==> config.mk <==
export PLATFORM = sky130hd
export DESIGN_NAME = msi_term_unit
export DESIGN_NICKNAME = d
export VERILOG_FILES = /design/src/rtl/msi_term_pkg.sv /design/src/rtl/msi_addr_dec.sv /design/src/rtl/msi_frame.sv /design/src/rtl/msi_term_unit.sv
export SDC_FILE = /design/constraint.sdc
export NUM_CORES = 2
export LEC_CHECK = 0
export BUFFER_PORTS_ARGS = -buffer_cell sky130_fd_sc_hd__buf_2
export CAP_MARGIN = 40
export CORE_MARGIN = 3
export CORE_UTILIZATION = 56
export CTS_BUF_LIST = sky130_fd_sc_hd__clkbuf_8
export DETAILED_ROUTE_END_ITERATION = 8
export PLACE_DENSITY = 0.72
export SYNTH_ARGS = -nofsm -noshare
export SYNTH_HDL_FRONTEND = slang
export SYNTH_SLANG_ARGS = --single-unit
==> constraint.sdc <==
create_clock -name clk_i -period 2.95 [get_ports clk_i]
set_clock_uncertainty 0.05 [all_clocks]
set_input_delay 0.295 -clock clk_i [delete_from_list [all_inputs] [get_ports clk_i]]
set_output_delay 0.295 -clock clk_i [all_outputs]
set_load 0.005 [all_outputs]
==> src/rtl/msi_term_pkg.sv <==
package msi_term_pkg;
  localparam int unsigned NUM_FRAMES = 16;
  localparam int unsigned REGS_PER_FRAME = 8;
  localparam int unsigned VEC_PER_REG = 16;
  localparam int unsigned DATA_W = 32;

  localparam int unsigned FRAME_W = $clog2(NUM_FRAMES);
  localparam int unsigned REG_W = $clog2(REGS_PER_FRAME);
  localparam int unsigned VEC_W = $clog2(VEC_PER_REG);
  localparam int unsigned REG_LSB = VEC_W;
  localparam int unsigned FRAME_LSB = REG_LSB + REG_W;
  localparam int unsigned REGION_BIT = FRAME_LSB + FRAME_W;
  localparam int unsigned ADDR_W = REGION_BIT + 1;

  typedef struct packed {
    logic               vec_hit;
    logic               sum_hit;
    logic [FRAME_W-1:0] frame;
    logic [REG_W-1:0]   idx;
  } dec_t;
endpackage

==> src/rtl/msi_addr_dec.sv <==
module msi_addr_dec
  import msi_term_pkg::*;
(
  input  logic [ADDR_W-1:0] addr_i,
  output dec_t              dec_o
);
  always_comb begin
    dec_o.frame   = addr_i[FRAME_LSB +: FRAME_W];
    dec_o.idx     = addr_i[REG_LSB +: REG_W];
    dec_o.vec_hit = !addr_i[REGION_BIT] && (addr_i[REG_LSB-1:0] == '0);
    dec_o.sum_hit = addr_i[REGION_BIT] && (addr_i[FRAME_LSB-1:0] == '0);
  end
endmodule

==> src/rtl/msi_frame.sv <==
module msi_frame
  import msi_term_pkg::*;
(
  input  logic                                       clk_i,
  input  logic                                       rst_ni,
  input  logic                                       set_en_i,
  input  logic [REG_W-1:0]                           set_idx_i,
  input  logic [VEC_W-1:0]                           set_vec_i,
  input  logic                                       clr_en_i,
  input  logic [REG_W-1:0]                           clr_idx_i,
  output logic [REGS_PER_FRAME-1:0][VEC_PER_REG-1:0] vec_o,
  output logic [REGS_PER_FRAME-1:0]                  sum_o,
  output logic                                       irq_o
);
  logic [VEC_PER_REG-1:0] set_mask;
  assign set_mask = VEC_PER_REG'(1) << set_vec_i;

  for (genvar g = 0; g < REGS_PER_FRAME; g++) begin : g_reg
    logic set_hit, clr_hit;
    assign set_hit = set_en_i && (set_idx_i == REG_W'(g));
    assign clr_hit = clr_en_i && (clr_idx_i == REG_W'(g));

    always_ff @(posedge clk_i or negedge rst_ni) begin
      if (!rst_ni) begin
        vec_o[g] <= '0;
      end else if (set_hit || clr_hit) begin
        // a write landing with a clearing read survives the clear
        vec_o[g] <= (clr_hit ? '0 : vec_o[g]) | (set_hit ? set_mask : '0);
      end
    end

    assign sum_o[g] = |vec_o[g];
  end

  assign irq_o = |sum_o;
endmodule

==> src/rtl/msi_term_unit.sv <==
module msi_term_unit
  import msi_term_pkg::*;
(
  input  logic              clk_i,
  input  logic              rst_ni,
  input  logic              msg_valid_i,
  input  logic [ADDR_W-1:0] msg_addr_i,
  input  logic [DATA_W-1:0] msg_data_i,
  input  logic              rd_valid_i,
  input  logic [ADDR_W-1:0] rd_addr_i,
  output logic [DATA_W-1:0] rd_data_o,
  output logic [NUM_FRAMES-1:0] irq_o
);
  dec_t wr_dec, rd_dec;
  logic [NUM_FRAMES-1:0][REGS_PER_FRAME-1:0][VEC_PER_REG-1:0] vec_all;
  logic [NUM_FRAMES-1:0][REGS_PER_FRAME-1:0]                  sum_all;
  logic [DATA_W-1:0] rd_next;

  msi_addr_dec u_wr_dec (.addr_i(msg_addr_i), .dec_o(wr_dec));
  msi_addr_dec u_rd_dec (.addr_i(rd_addr_i),  .dec_o(rd_dec));

  for (genvar f = 0; f < NUM_FRAMES; f++) begin : g_frame
    logic set_en, clr_en;
    assign set_en = msg_valid_i && wr_dec.vec_hit && (wr_dec.frame == FRAME_W'(f));
    assign clr_en = rd_valid_i && rd_dec.vec_hit && (rd_dec.frame == FRAME_W'(f));

    msi_frame u_frame (
      .clk_i     (clk_i),
      .rst_ni    (rst_ni),
      .set_en_i  (set_en),
      .set_idx_i (wr_dec.idx),
      .set_vec_i (msg_data_i[VEC_W-1:0]),
      .clr_en_i  (clr_en),
      .clr_idx_i (rd_dec.idx),
      .vec_o     (vec_all[f]),
      .sum_o     (sum_all[f]),
      .irq_o     (irq_o[f])
    );
  end

  always_comb begin
    rd_next = '0;
    if (rd_valid_i) begin
      if (rd_dec.vec_hit)      rd_next[VEC_PER_REG-1:0]    = vec_all[rd_dec.frame][rd_dec.idx];
      else if (rd_dec.sum_hit) rd_next[REGS_PER_FRAME-1:0] = sum_all[rd_dec.frame];
    end
  end

  always_ff @(posedge clk_i or negedge rst_ni) begin
    if (!rst_ni) rd_data_o <= '0;
    else         rd_data_o <= rd_next;
  end
endmodule

; ---- Word-level counts from Yosys, hierarchy flattened
; Index checks and enable logic that the tools add are counted.
[classes]
n_lt_le_gt_ge = 2
n_bitwise = 128
shift = 1
n_reduce_logical = 574
muxes = 266
eq_ne = 44
[ops]
columns = op, count
row1 = 16-bit 2-to-1 mux, 258
row2 = 16-bit OR, 128
row3 = 128-bit OR reduction, 16
row4 = 16-bit OR reduction, 128
row5 = 128-bit binary-select mux with 4-bit select, 1
row6 = 1-bit logical AND, 293
row7 = 1-bit logical OR, 128
row8 = 128-bit 2-to-1 mux, 1
row9 = "4-bit equality test, second input constant", 16
row10 = 16-bit binary-select mux with 3-bit select, 1
row11 = 8-bit binary-select mux with 4-bit select, 1
row12 = "4-bit by 3-bit equality test with 1-bit output, second input constant", 8
row13 = 8-bit 2-to-1 mux, 4
row14 = "3-bit equality test, second input constant", 8
row15 = "4-bit by 2-bit equality test with 1-bit output, second input constant", 4
row16 = 4-bit logical NOT, 4
row17 = "1-bit by 4-bit left shift with 16-bit output, first input constant", 1
row18 = "3-bit by 2-bit equality test with 1-bit output, second input constant", 4
row19 = "4-bit by 1-bit equality test with 1-bit output, second input constant", 2
row20 = 7-bit logical NOT, 1
row21 = "3-bit by 1-bit equality test with 1-bit output, second input constant", 2
row22 = 3-bit logical NOT, 2
row23 = "4-bit by 5-bit < comparator with 1-bit output, second input constant", 1
row24 = "3-bit by 4-bit < comparator with 1-bit output, second input constant", 1
row25 = 1-bit logical NOT, 2
[totals]
output_inout_bits = 48
reg_bits = 2064
inputBits = 60

; ---- Depth between registers and ports, before layout
[depth]
ltp_word = 7
ltp_mapped = 12
ltp_nobuf = 6

; ---- By module
; A second synthesis with hierarchy kept.
[unflattened]
cells_unflattened = 8319
area_unflattened_um2 = 98802.3
[modules_own_cells]
columns = mod, cells_each, instances, area_each_um2
row1 = msi_frame, 421, 16, 5008.6
row2 = msi_term_unit, 1561, 1, 18492.7
row3 = msi_addr_dec, 11, 2, 86.3

; ---- Worst setup path after synthesis
; OpenSTA, ideal clock, no wires.
[synth_path]
path_type = input to register
startpoint = input port rd_addr_i[7]
endpoint = register rd_data_o[8]
setup_ns = 0.136
setup_slack_ns = 0.498
arrival_time_ns = 2.266
cell_stages = 11
t_required_ns = 2.764
path_cell_list = buf_4 -> buf_6 -> buf_6 -> buf_4 -> buf_4 -> mux4_2 -> mux4_2 -> nand2_1 -> o21ai_0 -> nor3_1 -> nor3_1
[synth_between]
elab_chain_cells = 6
[synth_lines]
columns = item, line_no
row1 = from (decl), msi_term_unit.sv:10  ; input logic [ADDR_W-1:0] rd_addr_i,
row2 = 128-bit binary-select mux with 4-bit select, msi_term_unit.sv:44  ; if (rd_dec.vec_hit) rd_next[VEC_PER_REG-1:0] = vec_all[rd_dec.frame][rd_dec.idx];
row3 = 128-bit 2-to-1 mux (implied by the code), msi_term_unit.sv:44
row4 = 16-bit binary-select mux with 3-bit select, msi_term_unit.sv:44
row5 = 16-bit 2-to-1 mux (implied by the code), msi_term_unit.sv:44
row6 = 8-bit 2-to-1 mux, msi_term_unit.sv:44
row7 = 16-bit 2-to-1 mux, msi_term_unit.sv:43  ; if (rd_valid_i) begin
row8 = net rd_next[8], msi_term_unit.sv:17  ; logic [DATA_W-1:0] rd_next;
row9 = to (signal assigned), msi_term_unit.sv:51  ; else rd_data_o <= rd_next;
row10 = to (decl), msi_term_unit.sv:11  ; output logic [DATA_W-1:0] rd_data_o,
; The timed path passes the listed nets, and every way through them passes these cells. The select of a mux whose other input is x is not followed.
; A chain may end at the register's enable or synchronous reset.

; ---- Worst setup path after layout
[layout_path]
startpoint = register g_frame[2].u_frame.vec_o[22] (netlist name)
endpoint = output port irq_o[2]
[layout_between]
elab_chain_cells = 1
[layout_lines]
columns = item, line_no
row1 = from (decl), msi_frame.sv:11  ; output logic [REGS_PER_FRAME-1:0][VEC_PER_REG-1:0] vec_o,
row2 = "from (signal, indexed assignment)", msi_frame.sv:28  ; vec_o[g] <= (clr_hit ? '0 : vec_o[g]) | (set_hit ? set_mask : '0);
row3 = 128-bit OR reduction, msi_frame.sv:35  ; assign irq_o = |sum_o;
row4 = to (decl), msi_term_unit.sv:12  ; output logic [NUM_FRAMES-1:0] irq_o
; Every way passes these cells.

==> impl_results.md <==
- Root buffer cell: clkbuf_8
- Final Cycle Share: 112.7%
- EDFF count, synth: 0
- Vias: 82.52k
- Avg Inst Size Synth: 12.68 sq um
- Crit path DAT: a little under 3000 ps
- Residual DRC: 0
- Worst Slack Setup Final: -375.4 ps
- Starting Density: a little under three fifths
- Reg clk slew, reported paths: approximately 60 ps
- Die ar.: 175,100 sq um
- Seq/Total Area, Yosys: 54.23%
- CTS tree: yes
- Pre-antenna DRT Iters: 6
- Fillcell total: 11.99k
- Vias in the first global route: 80.12k
- DR iter-0 viols: approximately 12k
- Max-slew violation count: 0
- WHS Endpoint: rd_data_o[10]
- Final setup viols: 17
- Unrepaired setup endpoints after global routing: true
- Worst setup SP type: flip-flop
- P_sw: 14.67 mW
- Worst-Skew Late Latency: between 1000 and 1500 ps
- Max_slew headroom: 39.44%
- Post-synth top area share: between 50% and 60%
- Net count, final: 8,162
- Via density: around 7.8
- Row count: 150
- Clk sink count: 2,064
- Leakage: 51.22 nW
- Worst reg2reg setup slack: -90 ps
- VDD IR-drop max: 0.4851 mV
- I/O Buffers: 63
- Synthesized instance count: 7,512
- Cell with the most instances after synthesis: dfrtp_1
- Slew @ Worst Pin: approximately 900 ps
- Clock power frac: 44.6%
- Die height: ~420 um
- Crit path time final: approximately 3300 ps
- Power Density: 504.3 nW/um^2
- R2R depth: 7
- Pin count of the biggest net entering global routing: ~140
- Worst Hold Depth: 4
- Wire length after detailed routing: 423.7 mm
- Yosys reg bits: 2,064
- Layout cells sized above 1: 29.16%
- Die Wd: 418.4 um
- Achievable Freq: around 300 MHz
- GPL Wtd Cong: 1.099
- Distinct cells, synth: 67
- Mapped Area: ~95,000 sq um
- Status: finished with violations
- Total of max-cap violations: 0
- Top cells by count, synth: dfrtp_1, a22o_1, nand2_1, nor4_1, mux4_2
- Cts bufs inserted: 352
- DR WL/cell: approximately 40 um
- R2R Path Start: g_frame[11].u_frame.vec_o[36]
- Sequential share of power: 49.1%
- Post-synth top area cell: dfrtp_1
- H-tree levels: 5
- Core Area: 168,200 sq um
- Main flop type after synthesis: dfrtp_1
- Final hold vios: 0
- Gr ovfl total: 0
- IO Pins: 108
- Power, Total: 57.73 mW
- Fin area: ~110,000 sq um
- All-layer global routing usage: roughly half
- Critical path peak fanout: 3
- DPL Wire Length: between 200 and 300 mm
- Kind of critical path: flip-flop to output pin
- Remaining antenna violation count: 0
- Initial antenna violation count: 48
- HP Class: primary input to flip-flop
- Fin cells: 10.59k
- Hold Startpoint: rd_addr_i[5]
- Endpoint class of the critical path: output pin
- Yosys warning total: 0
- P&R area growth vs syn: 20.19%
- Placed instance count: 9,759
- First-pass GRT wire length: 596.6 mm
- Reg2reg end: rd_data_o[4]
- Switch share: between 20% and 30%
- Clock buffer depth: 4
- Dpl cell area: 102,300 sq um
- Synth area leaders: dfrtp_1, mux4_2, a22o_1, o2bb2ai_1, nor4_1
- Internal: approximately 43 mW
- FFs w/ async S/R, synth: between 90% and 100%
- Violated checks: negative setup slack
- Critical path required time: 2610 ps
- Share of total power in combinational logic: between 6 and 7%
==> repair_timing <==
action / in CTS / in global routing
setup endpoints to repair: 16 / 17
pin swaps: 178 / 66
resized for setup: 409 / 165
buffers inserted: 147 / 26
hold buffers: 23 / 0
hold endpoints to repair: 2172 / 0
==> cell families (layout without fill, tap and decap cells) <==
| logic type | count (synthesis) | count (layout) | share of synthesized area (%) |
|---|---|---|---|
| compound gates | 2352 | 2352 | 19.25 |
| flops | 2064 | 2064 | 54.23 |
| simple gates | 1707 | 1707 | 9.012 |
| buf+inv | 751 | 1558 | 3.691 |
| mux | 637 | 637 | 13.82 |
| other cells | 1 | 71 | 0.003937 |
==> registers in the layout (all words and copies together) (netlist names) <==
signal                 flops
rd_data_o                 16
g_frame.u_frame.vec_o   2048
==> per-layer routing <==
metal	up-vias	GRT usage (%)	share of wire [%]	wire, um
met5	-	0	0.083	350
met4	24	35.14	9.0	38320
met3	2008	23.08	17	70020
met2	7491	64.42	40	170600
met1	41945	60.57	34	144400
li1	31052	-	-	-
==> stage by stage <==
| stage | setup WS, ps | util, % | hold WS (ps) | TNS [ps] |
|---|---|---|---|---|
| 2_1_floorplan | 498.2 | - | -50.59 | 0 |
| 3_3_place_gp | -347.1 | 60.82 | 274.7 | -4002 |
| 3_5_place_dp | -343.3 | 60.86 | 276.9 | -6023 |
| 4_1_cts | -404.6 | 67.22 | 36.08 | -4977 |
| 5_1_grt | -395.7 | 68.02 | 111.1 | -5424 |
| 6_report | -375.4 | 68.08 | 112.9 | -5139 |
==> worst max-delay path by stage <==
stage                                         startpoint  depth (start not counted)             to
after floorplan                             rd_addr_i[7]                         11   rd_data_o[8]
after global placement                      rd_addr_i[7]                          9  rd_data_o[10]
after detailed placement                    rd_addr_i[7]                          9  rd_data_o[10]
after CTS                   g_frame[6].u_frame.vec_o[40]                          7       irq_o[6]
after global routing      g_frame[11].u_frame.vec_o[111]                          7      irq_o[11]
final                       g_frame[2].u_frame.vec_o[22]                          7       irq_o[2]
==> final cells by class <==
type / count / area (sq um) / area share [%]
clock inverter: 156 / 849.6 / 0.7421
clock buffer: 430 / 5918 / 5.170
tap: 2204 / 2758 / 2.409
antenna: 55 / 137.6 / 0.1202
inverter: 4 / 15.01 / 0.01312
timing repair buffer: 968 / 9281 / 8.108
sequential: 2064 / 51660 / 45.13
multi-input combinational: 4712 / 43860 / 38.31
==> placed cells by master (no fill, tap or decap), drive strengths merged, types with 5 or more instances in the layout <==
master          n
a211oi         15
a21oi          24
a221o           5
a221oi         43
a22o         1065
a22oi          63
a31oi           9
a41oi           5
and2            7
buf           946
bufinv          7
clkbuf        430
clkinv         39
clkinvlp        6
conb           16
dfrtp        2064
diode          55
dlygate4sd3    22
inv           108
mux2           21
mux2i          76
mux4          540
nand2         742
nand2b         13
nand3          25
nand3b          5
nand4         143
nor2          131
nor2b          15
nor3           24
nor4          547
o211ai          8
o21a            6
o21ai         535
o221ai         17
o22ai          15
o2bb2ai       512
or2            20
or3            19
==> power groups by stage <==
stage,sequential [mW],combinational [mW],clock (mW)
finish,28.4,3.59,25.8
global route,28.3,3.63,26.9
CTS,28.4,3.42,25.6
detailed placement,28.9,3.28,0
global placement,28.9,3.24,0
floorplan,28.9,1.27,0
==> worst max-delay path, cell delays in order, from the launching register on <==
cell     delay, ps
dfrtp_1        390
nor4_1         460
nand4_1        150
buf_4          220
nor4_4         230
buf_4          180
nand2_4        100
buf_2          150
Power figures use the tool's default switching activity.
